<file path="config.mk">
export PLATFORM = sky130hd
export DESIGN_NAME = gpio_irq_detect
export DESIGN_NICKNAME = d
export VERILOG_FILES = /design/src/rtl/gpio_irq_pkg.sv /design/src/rtl/gpio_irq_cfg.sv /design/src/rtl/gpio_irq_pin.sv /design/src/rtl/gpio_irq_rdmux.sv /design/src/rtl/gpio_irq_detect.sv
export SDC_FILE = /design/constraint.sdc
export NUM_CORES = 1
export LEC_CHECK = 0
export CAP_MARGIN = 25
export CORE_MARGIN = 1.5
export CORE_UTILIZATION = 50
export DETAILED_ROUTE_END_ITERATION = 10
export GPL_TIMING_DRIVEN = 1
export MAX_ROUTING_LAYER = met4
export PLACE_DENSITY_LB_ADDON = 0.25
export SETUP_SLACK_MARGIN = 0.05
export SLEW_MARGIN = 20
export SYNTH_ARGS = -nofsm -noshare
export SYNTH_HDL_FRONTEND = slang
export SYNTH_SLANG_ARGS = --single-unit
</file>
<file path="constraint.sdc">
create_clock -name clk -period 4.2 [get_ports clk]
set_input_delay 0.84 -clock clk [delete_from_list [all_inputs] [get_ports clk]]
set_output_delay 0.84 -clock clk [all_outputs]
set_load 0.1 [all_outputs]
</file>
<file path="src/rtl/gpio_irq_pkg.sv">
package gpio_irq_pkg;
  localparam int REG_ADDR_W = 3;

  typedef enum logic [REG_ADDR_W-1:0] {
    RA_SENSE  = 3'd0,
    RA_BOTH   = 3'd1,
    RA_POL    = 3'd2,
    RA_MASK   = 3'd3,
    RA_RAW    = 3'd4,
    RA_MSTAT  = 3'd5,
    RA_CLEAR  = 3'd6,
    RA_UNUSED = 3'd7
  } reg_addr_e;
endpackage

</file>
<file path="src/rtl/gpio_irq_cfg.sv">
module gpio_irq_cfg
  import gpio_irq_pkg::*;
#(
  parameter int NPINS  = 8,
  parameter int DATA_W = 32
) (
  input  logic                  clk,
  input  logic                  rst_n,
  input  logic                  wr_i,
  input  logic [REG_ADDR_W-1:0] addr_i,
  input  logic [DATA_W-1:0]     wdata_i,
  output logic [NPINS-1:0]      sense_o,
  output logic [NPINS-1:0]      both_o,
  output logic [NPINS-1:0]      pol_o,
  output logic [NPINS-1:0]      mask_o,
  output logic [NPINS-1:0]      clr_o
);
  logic [NPINS-1:0] wbits;
  assign wbits = wdata_i[NPINS-1:0];

  always_ff @(posedge clk or negedge rst_n) begin
    if (!rst_n) begin
      sense_o <= '0;
      both_o  <= '0;
      pol_o   <= '0;
      mask_o  <= '0;
    end else if (wr_i) begin
      case (reg_addr_e'(addr_i))
        RA_SENSE: sense_o <= wbits;
        RA_BOTH:  both_o  <= wbits;
        RA_POL:   pol_o   <= wbits;
        RA_MASK:  mask_o  <= wbits;
        default:  ;
      endcase
    end
  end

  assign clr_o = (wr_i && reg_addr_e'(addr_i) == RA_CLEAR) ? wbits : '0;

  // a write to the sense word lands there on the next edge
  a_r2_sense_store: assert property (@(posedge clk) disable iff (!rst_n)
    (wr_i && reg_addr_e'(addr_i) == RA_SENSE) |=> sense_o == $past(wbits));
endmodule

</file>
<file path="src/rtl/gpio_irq_pin.sv">
module gpio_irq_pin (
  input  logic clk,
  input  logic rst_n,
  input  logic pin_i,
  input  logic is_out_i,
  input  logic sense_i,
  input  logic both_i,
  input  logic pol_i,
  input  logic clr_i,
  output logic raw_o
);
  logic prev_q;
  logic raw_q;
  logic at_level;
  logic edge_hit;
  logic set_hit;

  assign at_level = (pin_i == pol_i);
  assign edge_hit = !is_out_i && (pin_i != prev_q) && (both_i || at_level);
  assign set_hit  = sense_i ? at_level : edge_hit;

  always_ff @(posedge clk or negedge rst_n) begin
    if (!rst_n) begin
      prev_q <= 1'b0;
      raw_q  <= 1'b0;
    end else begin
      prev_q <= pin_i;
      raw_q  <= set_hit | (raw_q & ~clr_i);
    end
  end

  assign raw_o = raw_q;

  a_r6_level_sets: assert property (@(posedge clk) disable iff (!rst_n)
    (sense_i && at_level) |=> raw_q);
  a_r8_set_beats_clear: assert property (@(posedge clk) disable iff (!rst_n)
    (set_hit && clr_i) |=> raw_q);
  a_r7_clear_works: assert property (@(posedge clk) disable iff (!rst_n)
    (clr_i && !set_hit) |=> !raw_q);
  a_r10_sticky: assert property (@(posedge clk) disable iff (!rst_n)
    (raw_q && !clr_i) |=> raw_q);
  a_r5_output_quiet: assert property (@(posedge clk) disable iff (!rst_n)
    (is_out_i && !sense_i && !raw_q) |=> !raw_q);
endmodule

</file>
<file path="src/rtl/gpio_irq_rdmux.sv">
module gpio_irq_rdmux
  import gpio_irq_pkg::*;
#(
  parameter int NPINS  = 8,
  parameter int DATA_W = 32
) (
  input  logic [REG_ADDR_W-1:0] addr_i,
  input  logic [NPINS-1:0]      sense_i,
  input  logic [NPINS-1:0]      both_i,
  input  logic [NPINS-1:0]      pol_i,
  input  logic [NPINS-1:0]      mask_i,
  input  logic [NPINS-1:0]      raw_i,
  output logic [DATA_W-1:0]     rdata_o
);
  logic [NPINS-1:0] sel;

  always_comb begin
    case (reg_addr_e'(addr_i))
      RA_SENSE: sel = sense_i;
      RA_BOTH:  sel = both_i;
      RA_POL:   sel = pol_i;
      RA_MASK:  sel = mask_i;
      RA_RAW:   sel = raw_i;
      RA_MSTAT: sel = raw_i & mask_i;
      default:  sel = '0;
    endcase
  end

  assign rdata_o = DATA_W'(sel);
endmodule

</file>
<file path="src/rtl/gpio_irq_detect.sv">
module gpio_irq_detect
  import gpio_irq_pkg::*;
#(
  parameter int NPINS  = 8,
  parameter int DATA_W = 32
) (
  input  logic                  clk,
  input  logic                  rst_n,
  input  logic [NPINS-1:0]      pin_i,
  input  logic [NPINS-1:0]      dir_i,
  input  logic                  reg_wr_i,
  input  logic [REG_ADDR_W-1:0] reg_addr_i,
  input  logic [DATA_W-1:0]     reg_wdata_i,
  output logic [DATA_W-1:0]     reg_rdata_o,
  output logic                  irq_o
);
  logic [NPINS-1:0] sense_q, both_q, pol_q, mask_q, clr_w, raw_w;

  gpio_irq_cfg #(.NPINS(NPINS), .DATA_W(DATA_W)) u_cfg (
    .clk(clk), .rst_n(rst_n), .wr_i(reg_wr_i), .addr_i(reg_addr_i),
    .wdata_i(reg_wdata_i), .sense_o(sense_q), .both_o(both_q),
    .pol_o(pol_q), .mask_o(mask_q), .clr_o(clr_w)
  );

  for (genvar g = 0; g < NPINS; g++) begin : g_pin
    gpio_irq_pin u_pin (
      .clk(clk), .rst_n(rst_n), .pin_i(pin_i[g]), .is_out_i(dir_i[g]),
      .sense_i(sense_q[g]), .both_i(both_q[g]), .pol_i(pol_q[g]),
      .clr_i(clr_w[g]), .raw_o(raw_w[g])
    );
  end

  gpio_irq_rdmux #(.NPINS(NPINS), .DATA_W(DATA_W)) u_rd (
    .addr_i(reg_addr_i), .sense_i(sense_q), .both_i(both_q),
    .pol_i(pol_q), .mask_i(mask_q), .raw_i(raw_w), .rdata_o(reg_rdata_o)
  );

  assign irq_o = |(raw_w & mask_q);

  // the line can only be high while some pin is enabled
  a_r9_irq_needs_mask: assert property (@(posedge clk) disable iff (!rst_n)
    irq_o |-> (mask_q != '0));
  // nothing pending on the first edge after reset
  a_r1_quiet_after_reset: assert property (@(posedge clk) disable iff (!rst_n)
    $rose(rst_n) |-> !irq_o);
endmodule

</file>
# == Word-level counts from Yosys, hierarchy flattened ==
# Index checks and enable logic that the tools add are counted.
# word_totals
word_cells,116
inputBits,54
out_inout_bits,33
ff_bits,48
# classes
bitwise,25
eq_ne,22
n_mux,10
n_reduce_logical,39
# op_table
op,count
$pmux 8 s6,1
$logic_and 1x1->1,17
$eq 3x3->1 const B,3
$and 1x1->1,8
$and 8x8->8,1
$eq 1x1->1,8
$logic_not 1->1,8
$logic_or 1x1->1,8
$mux 1,8
$mux 8,1
$ne 1x1->1,8
$not 1->1,8
$or 1x1->1,8
$reduce_and 2->1,4
$reduce_or 8->1,1
$eq 3x2->1 const B,2
$eq 3x1->1 const B,1
$logic_not 3->1,1

# == Depth between registers and ports, before layout ==
# Gate-level depths: netlist of the first run.
# depth
word_depth,6
mapped_depth,6
mapped_depth_nobuf,3

# == By module ==
# A second synthesis of the first run with hierarchy kept.
# hier_totals
hier_cells,264
hier_area_um2,2887.8
# by_module_without_submodules
mod,seq_area_each_um2,area_each_um2,n_inst,cells_each
gpio_irq_cfg,800.8,1283.7,1,79
gpio_irq_pin,50.0,115.1,8,12
gpio_irq_rdmux,0.0,646.9,1,84
gpio_irq_detect,0.0,36.3,1,5

# == Worst setup path after synthesis of the first run ==
# No wires, ideal clock.
# synth_timing
kind,input to output
start,input port reg_addr_i[1]
end,output port reg_rdata_o[3]
n_path_buf,3
required_ps,3360
path_slack_ps,-320
cell_stages,4
arrival_ps,3680
path_cell_list,buf_2 buf_2 buf_2 o32ai_1
# synth_between
elab_chain_len,2
elab_cells_between_ends,7
classes_between,eq/ne (5); mux (1); reduce/logical (1)
# synth_rtl
element,line,rtl
"start, declared",gpio_irq_detect.sv:12,"input logic [REG_ADDR_W-1:0] reg_addr_i,"
"$eq 3x3->1, or another cell as far along",gpio_irq_rdmux.sv:18,case (reg_addr_e'(addr_i))
$pmux 8 s6 *,gpio_irq_rdmux.sv:18,
"end, declared",gpio_irq_detect.sv:14,"output logic [DATA_W-1:0] reg_rdata_o,"
# Every way passes the cells marked *; elsewhere a longest branch is shown, timed or not.

# == Worst setup path in the final report of the first run ==
# layout_timing
start,input port reg_addr_i[2]
end,output port reg_rdata_o[2]
# The elaborated chain is that of the path after synthesis.

==> results of run 1 <==
==> flip-flops by register name, summed over array words and instances (netlist names) <==
| register | flops |
|---|---|
| g_pin.u_pin.raw_o | 8 |
| u_cfg.pol_o | 8 |
| u_cfg.both_o | 8 |
| u_cfg.sense_o | 8 |
| u_cfg.mask_o | 8 |
| g_pin.u_pin.prev_q | 8 |
==> report_power, final <==
group          leakage, uW  switching [uW]  internal (uW)  total, uW
registers         0.000555            79.0            540        619
clock network    0.0000645             155            210        366
logic             0.000774             329            207        536
total              0.00139             564            957       1520
==> cell type report <==
cell class | count | area (um2) | area share, %
Inverter | 11 | 41.3 | 1.21
Sequential cell | 48 | 1200 | 35.1
Timing Repair Buffer | 43 | 505 | 14.8
Multi-Input combinational cell | 209 | 1460 | 42.6
Clock inverter | 1 | 30.0 | 0.877
Tap cell | 72 | 90.1 | 2.63
Clock buffer | 7 | 96.3 | 2.81
==> worst max path at each step <==
stage	start	to	slack [ps]	depth (start not counted)
3_5_place_dp	reg_addr_i[2]	reg_rdata_o[2]	610	6
5_1_grt	reg_addr_i[2]	reg_rdata_o[2]	520	6
2_1_floorplan	reg_addr_i[1]	reg_rdata_o[0]	270	6
6_report	reg_addr_i[2]	reg_rdata_o[2]	600	6
4_1_cts	reg_addr_i[2]	reg_rdata_o[2]	610	6
3_3_place_gp	reg_addr_i[2]	reg_rdata_o[0]	630	6
==> routing by layer <==
layer | wire [um] | share of wire (%)
met1 | 2810 | 46
met2 | 2890 | 48
met3 | 256 | 4.2
met4 | 102 | 1.7
met5 | 0 | 0
==> stage by stage <==
| step | hold slack [ps] | cell area (um2) | power [uW] | util [%] |
|---|---|---|---|---|
| after detailed placement | 513 | 3300 | 1160 | 59.9 |
| after global routing | 560 | 3420 | 1600 | 62.2 |
| final | 524 | 3420 | 1520 | 62.2 |
| after floorplan | 472 | 2940 | 1020 | - |
| after CTS | 534 | 3420 | 1530 | 62.2 |
| after global placement | 501 | 3280 | 1150 | 59.5 |
==> layout by cell type, fill, tap and decap left out, drive strengths merged, types with 7 or more instances in the layout <==
master,count
a32oi,8
clkdlybuf4s50,29
o21bai,8
dfrtp,48
nand4,8
o21ai,26
mux2i,7
conb,24
nor2b,19
nand2,9
mux2,26
nor2,12
nand3b,10
inv,11
nor3b,10
buf,14
clkbuf,7
==> kinds of logic (layout without fill, tap and decap cells) <==
logic type / count (synthesis) / count (layout) / synth area share, %
and+or+nand+nor: 85 / 85 / 18.9
AOI/OAI and AO/OA: 66 / 66 / 15.4
DFF: 48 / 48 / 42.3
buffers and inverters: 45 / 62 / 9.69
muxes: 34 / 34 / 13.6
other: 1 / 24 / 0.132
==> metrics.yaml, run 1 <==
status:
  run_status: "complete, no violations"
global_route:
  grt_use_total_pct: 21.9
  grt_max_degree: 26
  grt_pass1_vias: 2152
  gr-total-overflow: 0
  grt_pass1_wl_mm: 10.3
  met1_usage_pct: 28.8
  use_met3_pct: 3.95
  busiest_layer: "met2"
  grt_use_met2_pct: 34.8
  antenna_found_initial: 0
logic_synthesis:
  ys_ff_latch: 48
  synthCells: 279
  synthArstFlopShare_pct: 100
  synth_most_common_cell: "dfrtp_1"
  synth_top_area_share_pct: 42.3
  avgSynthCellArea_um2: 10.2
  synth-edff-count: 0
  yosys.area.top_type: "dfrtp_1"
  synth.area.top_cells: "dfrtp_1 (42%), mux2_2 (10%), buf_4 (6.3%)"
  yosys_most_used_dff: "dfrtp_1"
  syn-cell-area_um2: 2840
  yosysWarnings: 0
  synth_cell_types: 39
  synth_common_cells: "dfrtp_1 (48), mux2_2 (26), o21ai_0 (26)"
  yosysSeqAreaShare_pct: 42.3
critical_path:
  path_cells: "clkdlybuf4s50_1 > buf_4 > nand3b_1 > a21o_1 > o221ai_1 > buf_12"
  reg2reg_to: "g_pin[2].u_pin.raw_o"
  cp.arrival_ps: 2760
  worst-path-max-fanout: 19
  cp_data_required_time_ps: 3360
  worst-r2r-setup-slack_ps: 3120
  cp_top_family: "buffers and inverters"
  reg2reg_from: "u_cfg.sense_o[2]"
  startpoint_type: "input pin"
  end_kind: "primary output"
  reg2regPathDepth: 3
  critPathKind: "in2out"
  slowest_stage: "clkdlybuf4s50_1"
  slowest_delay_ps: 950
  crit_buf_inv: 3
clocking:
  cts_resized: 0
  clk_latency_ps: 300
  cts_setup_buffers: 0
  cts.sinks: 48
  clock_path_buffers: 2
  clkTransAtPathRegs_ps: 90
  cts_tree: "yes"
  cts_buffers: 5
  cts-root-buf: "clkbuf_8"
  hold_buffers: 0
  cts_max_level: 2
routing:
  avgViaCountPerCell: 5.60
  dr.pass1.iters: 4
  wl_per_cell_um: 15.5
  ant_nets: 0
  drc: 0
  first_iter_violations: 136
  routed_wl_mm: 6.05
  vias: 2188
die:
  rows: 27
  die_area_um2: 6140
  core_area_um2: 5510
  die_width_um: 78.4
  initial_core_util_pct: 51.6
  pin_count: 87
  dieHeight_um: 78.4
power:
  ir_worst_vdd_mv: 0.265
  cellLeakagePower_uw: 0.00139
  powerDensity_nw_per_um2: 444
place:
  dp_hpwl_mm: 4.35
  place_ws_ps: 613
  portBuffers: 38
  gp_congestion: 0.801
  dp_cells: 383
worst_hold_path:
  hold_path_class: "in2async"
sta:
  fin_ws_ps: 602
  finalSetupTns_ps: 0
  min_period_ps: 3600
  worstMarginPinSlew_ps: 973
  maxSlewHeadroom_pct: 34.9
  drv_slew: 0
  clock.fmax_mhz: 278
  setup_viol: 0
  fin_skew_ps: 7.62
  rsz0062_at_grt: "no"
  hold_viol: 0
  fin_crit_sh_pct: 85.7
flow_run:
  cap_viol_max_count: 0
layout:
  syn2layout_area_growth_pct: 20.5
  instances_no_fill: 391
  fill_cells: 495
  drive_gt1_share_pct: 16.9
  final_nets: 372
  diodes: 0
(Power assumes the default switching activity.)
==> inputs of run 2 (changes only) <==
Settings changed: HOLD_SLACK_MARGIN set to 0.12.
==> results of run 2 <==
No change in the layout: final DEF, timing and power equal those of run 1.
==> inputs of run 3 (changes only) <==
Settings changed: PLACE_DENSITY_LB_ADDON 0.25 to 0.2.
==> metrics.yaml, run 3 (synthesis gave the netlist of run 1 again) <==
critical_path:
  critPathKind: "in2out"
  slowest_delay_ps: 800  # -150 ps
  slowest_stage: "clkdlybuf4s50_1"
  cp_data_required_time_ps: 3360  # about the same
  worst-path-max-fanout: 16  # -3
  startpoint_type: "input pin"
  cp_top_family: "buffers and inverters"
  end_kind: "primary output"
  crit_buf_inv: 3  # unchanged
  cp.arrival_ps: 2730  # -30 ps
  path_cells: "clkdlybuf4s50_1 > buf_4 > nand2b_1 > o22a_1 > o32ai_2 > buf_12"
clocking:
  cts_tree: "yes"
  cts-root-buf: "clkbuf_8"
  cts_resized: 0  # unchanged
  clock_path_buffers: 2  # unchanged
  hold_buffers: 0  # unchanged
  cts_buffers: 5  # unchanged
  cts.sinks: 48  # unchanged
  clkTransAtPathRegs_ps: 90  # about the same
  clk_latency_ps: 300  # about the same
  cts_max_level: 2  # unchanged
  cts_setup_buffers: 0  # unchanged
die:
  die_width_um: 78.4  # unchanged
  dieHeight_um: 78.4  # unchanged
  rows: 27  # unchanged
  core_area_um2: 5510  # unchanged
  pin_count: 87  # unchanged
  die_area_um2: 6140  # unchanged
  initial_core_util_pct: 51.6  # unchanged
routing:
  dr.pass1.iters: 4  # unchanged
  routed_wl_mm: 5.89  # -2.6%
  first_iter_violations: 98  # -28%
  avgViaCountPerCell: 5.58  # -0.30%
  ant_nets: 0  # unchanged
  drc: 0  # unchanged
  wl_per_cell_um: 15.0  # -2.9%
  vias: 2187  # -0.046%
layout:
  syn2layout_area_growth_pct: 21.4
  final_common_cell: "dfrtp_1"
  fill_cells: 458  # -7.5%
  diodes: 0  # unchanged
  drive_gt1_share_pct: 17.2  # +0.26 points
  final_nets: 373  # +0.27%
  final_cell_mix: "dfrtp_1 (48), clkdlybuf4s50_1 (29), mux2_2 (26)"
status:
  run_status: "complete, no violations"
global_route:
  grt_pass1_vias: 2086  # -3.1%
  grt_pass1_wl_mm: 9.91  # -3.5%
  gr-total-overflow: 0  # unchanged
  grt_use_total_pct: 21.4  # -0.48 points
  grt_max_degree: 30  # +15%
  antenna_found_initial: 0  # unchanged
power:
  ir_worst_vdd_mv: 0.258  # -2.5%
  powerDensity_nw_per_um2: 440  # -0.91%
  finalPower_uw: 1520  # -0.12%
  cellLeakagePower_uw: 0.00141  # +0.91%
place:
  place_ws_ps: 639  # +26.8 ps
  portBuffers: 38  # unchanged
  gp_congestion: 0.777  # -2.9%
  dp_hpwl_mm: 4.27  # -1.8%
worst_hold_path:
  hold_path_class: "in2async"
sta:
  fin_skew_ps: 5.45  # -2.18 ps
  clock.fmax_mhz: 280  # +0.76%
  whs_ps: 315  # -209 ps
  finalSetupTns_ps: 0  # unchanged
  min_period_ps: 3570  # -27.0 ps
  setup_viol: 0  # unchanged
  fin_crit_sh_pct: 85.0  # -0.64 points
  fin_ws_ps: 629  # +27.0 ps
  maxSlewHeadroom_pct: 35.5  # +0.51 points
  drv_slew: 0  # unchanged
  hold_viol: 0  # unchanged
  rsz0062_at_grt: "no"
  worstMarginPinSlew_ps: 965  # -7.68 ps
flow_run:
  cap_viol_max_count: 0  # unchanged
run 3: changes by cell type in the layout (fill, tap and decap cells not counted):
cell    before  now
buf_16       0    1
run 3: area by class of cell:
type / count / area, um2 / share of cell area [%]
Timing Repair Buffer: 44 / 533 / 15.4
Clock buffer: 7 / 96.3 / 2.79
Sequential cell: 48 / 1200 / 34.8
Clock inverter: 1 / 30.0 / 0.870
Tap cell: 72 / 90.1 / 2.61
Inverter: 11 / 41.3 / 1.20
Multi-Input combinational cell: 209 / 1460 / 42.3
run 3: power breakdown:
part | switching, uW | leakage, uW | internal [uW]
Sequential | 76.8 | 0.000555 | 540
Clock | 153 | 0.0000645 | 210
Combinational | 329 | 0.000787 | 209
Total | 559 | 0.00141 | 959
run 3: final timing paths:
kind,startpoint,end,slack [ps],depth (start not counted)
setup / recovery,reg_addr_i[1],reg_rdata_o[3],630,6
hold / removal,rst_n,g_pin[1].u_pin.prev_q,320,1
setup reg to reg,u_cfg.sense_o[5],g_pin[5].u_pin.raw_o,3160,3
hold reg to reg,u_cfg.mask_o[3],u_cfg.mask_o[3],530,2
max in group asynchronous,rst_n,g_pin[6].u_pin.prev_q,3360,3
min in group clk,u_cfg.mask_o[3],u_cfg.mask_o[3],530,2
run 3: per-stage QoR:
stage          cells  area, um2  utilization, %
2_1_floorplan    302       2940               -
3_3_place_gp     382       3280            59.5
3_5_place_dp     384       3320            60.4
4_1_cts          392       3450            62.7
5_1_grt          392       3450            62.7
6_report         392       3450            62.7
run 3: worst reg2reg max path: cells and delay by family (launching register included):
kind / cells / cell delay, ps
AND/OR/NAND/NOR: 3 / 540
flip-flops: 1 / 430
run 3: per-layer routing:
layer | part of all wire, % | global-route usage [%] | up-vias
met3 | 4.2 | 4.19 | 7
li1 | - | - | 1060
met5 | 0 | - | -
met1 | 46 | 27.9 | 1056
met4 | 1.2 | 6.43 | 0
met2 | 48 | 34.2 | 64
